--- src/rtl/kbc_mailbox_pkg.sv ---
package kbc_mailbox_pkg;
  localparam int unsigned DW = 8;
  localparam int unsigned ST_OBF = 0;
  localparam int unsigned ST_IBF = 1;
  localparam int unsigned ST_CMD = 3;
  localparam logic [DW-1:0] ST_CORE_MASK = 8'hF4;

  typedef struct packed {
    logic ibf;
    logic obf;
    logic cmd;
    logic kirq;
  } mbx_flags_t;

  function automatic logic [DW-1:0] pack_status(input logic [DW-1:0] core_bits,
                                                input mbx_flags_t f);
    logic [DW-1:0] s;
    s = core_bits & ST_CORE_MASK;
    s[ST_OBF] = f.obf;
    s[ST_IBF] = f.ibf;
    s[ST_CMD] = f.cmd;
    return s;
  endfunction
endpackage

--- src/rtl/mbx_host_dec.sv ---
module mbx_host_dec #(
  parameter int unsigned DW = 8
) (
  input  logic          cs_i,
  input  logic          rd_i,
  input  logic          wr_i,
  input  logic          a_i,
  input  logic [DW-1:0] obuf_i,
  input  logic [DW-1:0] status_i,
  output logic          wr_o,
  output logic          rd_data_o,
  output logic [DW-1:0] rdata_o
);
  logic rd_any;

  assign rd_any    = cs_i & rd_i;
  assign wr_o      = cs_i & wr_i;
  assign rd_data_o = rd_any & ~a_i;

  always_comb begin
    rdata_o = '0;
    if (rd_any) rdata_o = a_i ? status_i : obuf_i;
  end

  always_comb begin
    if (!cs_i) AST_NO_ACCESS_UNSELECTED: assert (!wr_o && !rd_data_o && rdata_o == '0);
  end
endmodule

--- src/rtl/mbx_flags.sv ---
module mbx_flags
  import kbc_mailbox_pkg::*;
(
  input  logic       clk_i,
  input  logic       rst_ni,
  input  logic       h_wr_i,
  input  logic       h_a_i,
  input  logic       h_rd_data_i,
  input  logic       c_rd_i,
  input  logic       c_wr_i,
  input  logic       irq_en_i,
  output mbx_flags_t flags_o
);
  mbx_flags_t q;

  // setter wins over clearer in a colliding cycle
  always_ff @(posedge clk_i or negedge rst_ni) begin
    if (!rst_ni) begin
      q <= '0;
    end else begin
      if (h_wr_i) begin
        q.ibf <= 1'b1;
        q.cmd <= h_a_i;
      end else if (c_rd_i) begin
        q.ibf <= 1'b0;
      end
      if (c_wr_i) begin
        q.obf  <= 1'b1;
        q.kirq <= irq_en_i;
      end else if (h_rd_data_i) begin
        q.obf  <= 1'b0;
        q.kirq <= 1'b0;
      end
    end
  end

  assign flags_o = q;

  AST_IBF_SET: assert property (@(posedge clk_i) disable iff (!rst_ni)
    h_wr_i |=> q.ibf && q.cmd == $past(h_a_i));
  AST_IBF_CLR: assert property (@(posedge clk_i) disable iff (!rst_ni)
    c_rd_i && !h_wr_i |=> !q.ibf);
  AST_OBF_SET: assert property (@(posedge clk_i) disable iff (!rst_ni)
    c_wr_i |=> q.obf);
  AST_KIRQ_GATED: assert property (@(posedge clk_i) disable iff (!rst_ni)
    c_wr_i |=> q.kirq == $past(irq_en_i));
  AST_KIRQ_NEEDS_OBF: assert property (@(posedge clk_i) disable iff (!rst_ni)
    q.kirq |-> q.obf);
  AST_OBF_CLR: assert property (@(posedge clk_i) disable iff (!rst_ni)
    h_rd_data_i && !c_wr_i |=> !q.obf && !q.kirq);
  AST_IBF_HOLD: assert property (@(posedge clk_i) disable iff (!rst_ni)
    q.ibf && !c_rd_i |=> q.ibf);
endmodule

--- src/rtl/mbx_buffers.sv ---
module mbx_buffers #(
  parameter int unsigned DW = 8,
  parameter logic [DW-1:0] CORE_MASK = '1
) (
  input  logic          clk_i,
  input  logic          rst_ni,
  input  logic          h_wr_i,
  input  logic [DW-1:0] h_din_i,
  input  logic          c_wr_i,
  input  logic          c_stw_i,
  input  logic [DW-1:0] c_din_i,
  output logic [DW-1:0] ibuf_o,
  output logic [DW-1:0] obuf_o,
  output logic [DW-1:0] core_bits_o
);
  logic [DW-1:0] ibuf_q, obuf_q, core_q;

  always_ff @(posedge clk_i or negedge rst_ni) begin
    if (!rst_ni) begin
      ibuf_q <= '0;
      obuf_q <= '0;
    end else begin
      if (h_wr_i) ibuf_q <= h_din_i;
      if (c_wr_i) obuf_q <= c_din_i;
    end
  end

  for (genvar i = 0; i < DW; i++) begin : g_core_bit
    if (CORE_MASK[i]) begin : g_rw
      always_ff @(posedge clk_i or negedge rst_ni) begin
        if (!rst_ni)      core_q[i] <= 1'b0;
        else if (c_stw_i) core_q[i] <= c_din_i[i];
      end
    end else begin : g_zero
      assign core_q[i] = 1'b0;
    end
  end

  assign ibuf_o      = ibuf_q;
  assign obuf_o      = obuf_q;
  assign core_bits_o = core_q;

  AST_IBUF_LOAD: assert property (@(posedge clk_i) disable iff (!rst_ni)
    h_wr_i |=> ibuf_q == $past(h_din_i));
  AST_OBUF_LOAD: assert property (@(posedge clk_i) disable iff (!rst_ni)
    c_wr_i |=> obuf_q == $past(c_din_i));
  AST_CORE_BITS: assert property (@(posedge clk_i) disable iff (!rst_ni)
    c_stw_i |=> core_q == ($past(c_din_i) & CORE_MASK));
endmodule

--- src/rtl/kbc_mailbox.sv ---
module kbc_mailbox
  import kbc_mailbox_pkg::*;
(
  input  logic          clk_i,
  input  logic          rst_ni,
  input  logic          hcs_i,
  input  logic          hrd_i,
  input  logic          hwr_i,
  input  logic          ha_i,
  input  logic [DW-1:0] hdat_i,
  output logic [DW-1:0] hdat_o,
  input  logic          crd_i,
  input  logic          cwr_i,
  input  logic          cstw_i,
  input  logic [DW-1:0] cdat_i,
  output logic [DW-1:0] cdat_o,
  input  logic          kirq_en_i,
  output logic          kirq_o,
  output logic          ibf_irq_o
);
  logic          h_wr, h_rd_data;
  logic [DW-1:0] ibuf, obuf, core_bits, status;
  mbx_flags_t    flags;

  assign status = pack_status(core_bits, flags);

  mbx_host_dec #(.DW(DW)) u_host_dec (
    .cs_i      (hcs_i),
    .rd_i      (hrd_i),
    .wr_i      (hwr_i),
    .a_i       (ha_i),
    .obuf_i    (obuf),
    .status_i  (status),
    .wr_o      (h_wr),
    .rd_data_o (h_rd_data),
    .rdata_o   (hdat_o)
  );

  mbx_flags u_flags (
    .clk_i       (clk_i),
    .rst_ni      (rst_ni),
    .h_wr_i      (h_wr),
    .h_a_i       (ha_i),
    .h_rd_data_i (h_rd_data),
    .c_rd_i      (crd_i),
    .c_wr_i      (cwr_i),
    .irq_en_i    (kirq_en_i),
    .flags_o     (flags)
  );

  mbx_buffers #(.DW(DW), .CORE_MASK(ST_CORE_MASK)) u_buffers (
    .clk_i       (clk_i),
    .rst_ni      (rst_ni),
    .h_wr_i      (h_wr),
    .h_din_i     (hdat_i),
    .c_wr_i      (cwr_i),
    .c_stw_i     (cstw_i),
    .c_din_i     (cdat_i),
    .ibuf_o      (ibuf),
    .obuf_o      (obuf),
    .core_bits_o (core_bits)
  );

  assign cdat_o    = ibuf;
  assign kirq_o    = flags.kirq;
  assign ibf_irq_o = flags.ibf;

  AST_IBF_IRQ_TRACKS: assert property (@(posedge clk_i) disable iff (!rst_ni)
    ibf_irq_o == status[ST_IBF]);
  AST_STATUS_NOSIDE: assert property (@(posedge clk_i) disable iff (!rst_ni)
    hcs_i && hrd_i && ha_i && !cwr_i && !crd_i && !hwr_i |=> $stable(status[ST_OBF]) && $stable(status[ST_IBF]));
endmodule

--- config.mk ---
export PLATFORM = sky130hd
export DESIGN_NAME = kbc_mailbox
export DESIGN_NICKNAME = d
export VERILOG_FILES = /design/src/rtl/kbc_mailbox_pkg.sv /design/src/rtl/mbx_host_dec.sv /design/src/rtl/mbx_flags.sv /design/src/rtl/mbx_buffers.sv /design/src/rtl/kbc_mailbox.sv
export SDC_FILE = /design/constraint.sdc
export NUM_CORES = 1
export LEC_CHECK = 0
export BUFFER_PORTS_ARGS = -buffer_cell sky130_fd_sc_hd__buf_4
export CORE_UTILIZATION = 31
export DETAILED_ROUTE_END_ITERATION = 7
export HOLD_SLACK_MARGIN = 0.05
export SLEW_MARGIN = 0
export SYNTH_ARGS = -nofsm -noshare
export SYNTH_HDL_FRONTEND = slang
export SYNTH_HIERARCHICAL = 1
export SYNTH_SLANG_ARGS = --single-unit
--- constraint.sdc ---
create_clock -name clk_i -period 1.1 [get_ports clk_i]
set_input_delay 0.165 -clock clk_i [delete_from_list [all_inputs] [get_ports clk_i]]
set_output_delay 0.165 -clock clk_i [all_outputs]
set_load 0.005 [all_outputs]
# Word-level counts from Yosys, hierarchy flattened
# Index checks and enable logic that the tools add are counted.
# classes
reduce_logical	2
n_bitwise	4
muxes	7
# ops
cell	n
$mux 8	2
$mux 1	5
$reduce_bool 2->1	2
$and 1x1->1	3
$not 1->1	1
# word_totals
inputBits	26
output_inout_bits	18
elab_cells	24
ff_bits	25

# Depth between registers and ports, before layout
# depth
ltp_word	4
depth_mapped	4
mapped_depth_nobuf	4

# Cells and area by module
# The synthesis kept the hierarchy.
# modules_own_cells
module	seq_area_each_um2	area_per_inst_um2	instances	cells_each
mbx_buffers	525.5	870.8	1	48
mbx_flags	100.1	153.9	1	12
mbx_host_dec	0.0	135.1	1	20

# Least setup slack after synthesis
# No wires, ideal clock.
# synth_path
kind	input to register
startpoint	input port hcs_i
endpoint	register u_buffers.ibuf_q[0], in the netlist u_buffers/ibuf_o[0]
path_slack_ns	0.179
required_time_ns	0.975
path_buffers	1
path_stages	3
t_arrival_ns	0.796
setup_time_ns	0.125
cell_sequence	and2_1 buf_6 mux2_4
# synth_via
elab_chain_len	1
# synth_rtl
item	line_no	text
start: declaration	kbc_mailbox.sv:6	input logic hcs_i,
$and 1x1->1	mbx_host_dec.sv:17	assign wr_o = cs_i & wr_i;
end signal: assignment	mbx_buffers.sv:23	if (h_wr_i) ibuf_q <= h_din_i;
end: declaration	mbx_buffers.sv:16	logic [DW-1:0] ibuf_q, obuf_q, core_q;
# No other way between the ends.
# A chain may end at the register's enable or synchronous reset.

# Worst setup path after layout
# layout_path
startpoint	register u_flags.q, in the netlist u_flags/flags_o[3]
endpoint	output port hdat_o[1]
# layout_via
elab_chain_len	2
# layout_rtl
item	line_no	text
start: declaration	mbx_flags.sv:14	mbx_flags_t q;
$mux 8 (2 in series)	mbx_host_dec.sv:22	if (rd_any) rdata_o = a_i ? status_i : obuf_i;
end: declaration	kbc_mailbox.sv:11	output logic [DW-1:0] hdat_o,
# No other way between the ends.

==> summary.txt <==
Drt
  • TritonRoute pass-1 iters: 3
  • DR iter-0 viols: 6
  • Vias/cell: 4.279
  • Via Count: 766
  • Routed Antenna Nets: 0
  • DRT Wirelength: 2.318 mm
  • Wirelength per Cell: 12.95 um
  • Drt drc: 0

Pwr
  • Maximum VDD drop: 0.8503 mV
  • Leakage: 0.8246 nW
  • Total Power: 1.981 mW
  • Pwr Density: 1227 mW/mm^2

Worst setup path
  • Crit Path Class: register to primary output
  • Kind of end point of the critical path: primary output
  • Worst-path maximum fanout: 2
  • Worst r2r path cells: 3
  • RR Startpoint: u_buffers/obuf_o[5]
  • R2r setup slk: 0.08 ns
  • WP data arrival: 1.07 ns
  • CP Data Required Time: 0.94 ns
  • Critical path startpoint category: register
  • R2r endpoint: u_buffers/obuf_o[5]

Logic synthesis
  • Syn Area/Cell: 14.92 um^2
  • Ys Warns: 6
  • Post-Syn Instances: 76
  • Syn_nets: 102
  • Synth Cell Area: 0.001134 mm^2

Floorplanning
  • Ports: 44
  • Die ar.: 0.003903 mm^2
  • Core ar.: 0.003416 mm^2
  • DIE WIDTH: 62.47 um
  • Starting Density: 33.19%
  • Die height: 62.47 um
  • # rows: 21

CTS
  • CTS tree: yes
  • Insertion delay to the later sink of the worst-skew pair: 0.31 ns
  • Root Buffer: clkbuf_4
  • Cts bufs inserted: 3
  • Worst-path clk slew: 0.12 ns
  • Clock Sinks: 25
  • Max Root-Sink Buffers: 2
  • H-tree levels: 1

STA
  • RSZ-0062 raised after global routing: yes
  • Clock period minus worst slack: 1.234 ns
  • Max-slew violations: 0
  • Fin. Hold Viols: 0
  • # setup viols final: 8
  • Measured slew at the worst slew-check pin: 0.6116 ns
  • Clock skew: 0 ns
  • Rel. slew slack: 59.23%
  • Final setup TNS: -0.8744 ns
  • Worst hold slack: 0.06146 ns
  • Worst Slack Setup Final: -0.1337 ns
  • Period utilization: 112.2%
  • Fmax: 0.8106 GHz

Hold path
  • Hold_sp: kirq_en_i
  • Hold Path End: u_flags/flags_o[0]
  • Hold Crit Class: primary input to register
  • Hold path depth: 3

Cells and area
  • Nets: 160
  • Fillers: 340
  • Share of cells above drive strength 1: 60.90%
  • Area added between synthesis and finish: 42.38%
  • Non-filler instance count after layout: 179
  • # diodes: 0

Placed design
  • Post-DP HPWL: 1.627 mm
  • IO buf count: 43
  • Placer Congestion: 0.6972
  • DP Worst Slack: -0.1513 ns
  • DP Cell Count: 162

GRT
  • Grt ovf: 0
  • First-pass GRT wire length: 3.594 mm
  • Vias in the first global route: 777
  • Gr usage total: 12.13%
  • Initial antenna violation count: 0
  • Largest net degree at the start of global routing: 26

Run status
  • Failing checks: negative setup slack
  • Status: complete, but fails checks

Run
  • Number of max-cap violations: 0
## cell type report
class	count	area (um^2)	area share, %
Timing Repair Buffer	56	430.4	26.67
Tap cell	46	57.56	3.566
Multi-Input combinational cell	46	466.7	28.91
Inverter	2	7.507	0.4651
Sequential cell	25	625.6	38.76
Clock buffer	4	26.28	1.628
## what timing repair did
item                       CTS  global route
pin swaps                    0             1
setup endpoints to repair    8             9
gates resized for setup      0             2
setup buffers                8             4
hold endpoints to repair    25             0
hold buffers                 1             0
## metal layers
layer / GRT usage [%] / vias to the layer above / part of all wire, %
met4: 3.488 / 0 / 0.82
li1: - / 371 / -
met5: 0 / - / 0
met2: 19.57 / 20 / 49
met3: 5.109 / 2 / 6.4
met1: 14.72 / 373 / 43
## state kept, by name, summed over array words and instances, names as in the netlist
signal / count
u_buffers/ibuf_o: 8
u_buffers/core_bits_o: 5
u_flags/flags_o: 4
u_buffers/obuf_o: 8
## how the worst max path moves through the flow
| stage | from | endpoint | slack (ns) | cells after the start |
|---|---|---|---|---|
| CTS | u_buffers/core_bits_o[6] | hdat_o[6] | -0.14 | 3 |
| finish | u_flags/flags_o[3] | hdat_o[1] | -0.13 | 3 |
| floorplan | hcs_i | u_buffers/ibuf_o[0] | 0.18 | 3 |
| detailed placement | hcs_i | u_buffers/ibuf_o[7] | -0.15 | 3 |
| global route | u_buffers/core_bits_o[6] | hdat_o[6] | -0.23 | 3 |
| global placement | hcs_i | u_buffers/ibuf_o[5] | -0.10 | 3 |
## critical path: stages (launching register included)
cell and delay, ns:
dfrtp_1 0.41, mux2i_1 0.15, nor2_1 0.06, buf_4 0.15
## per-stage QoR
stage / cell area (um^2) / util, %
finish: 1614 / 47.25
global route: 1614 / 47.25
CTS: 1577 / 46.15
detailed placement: 1480 / 43.33
global placement: 1480 / 43.33
floorplan: 1134 / -
## cell usage in the layout, fill, tap and decap left out
cell type       n
buf_4          53
dfrtp_1        25
mux2_4         17
nor2_1          9
mux2i_1         8
mux2_2          5
clkbuf_4        3
buf_6           2
nand2_1         2
inv_1           2
clkbuf_1        1
dlygate4sd3_1   1
nand2b_1        1
o21ai_1         1
a21o_1          1
a21o_2          1
and2_1          1
## power breakdown
part	total [mW]	internal [mW]	switching, mW	leakage (nW)
combinational	0.507	0.351	0.157	0.518
sequential	1.08	1.02	0.0585	0.292
clock	0.392	0.142	0.250	0.0150
(Power assumes the default switching activity.)
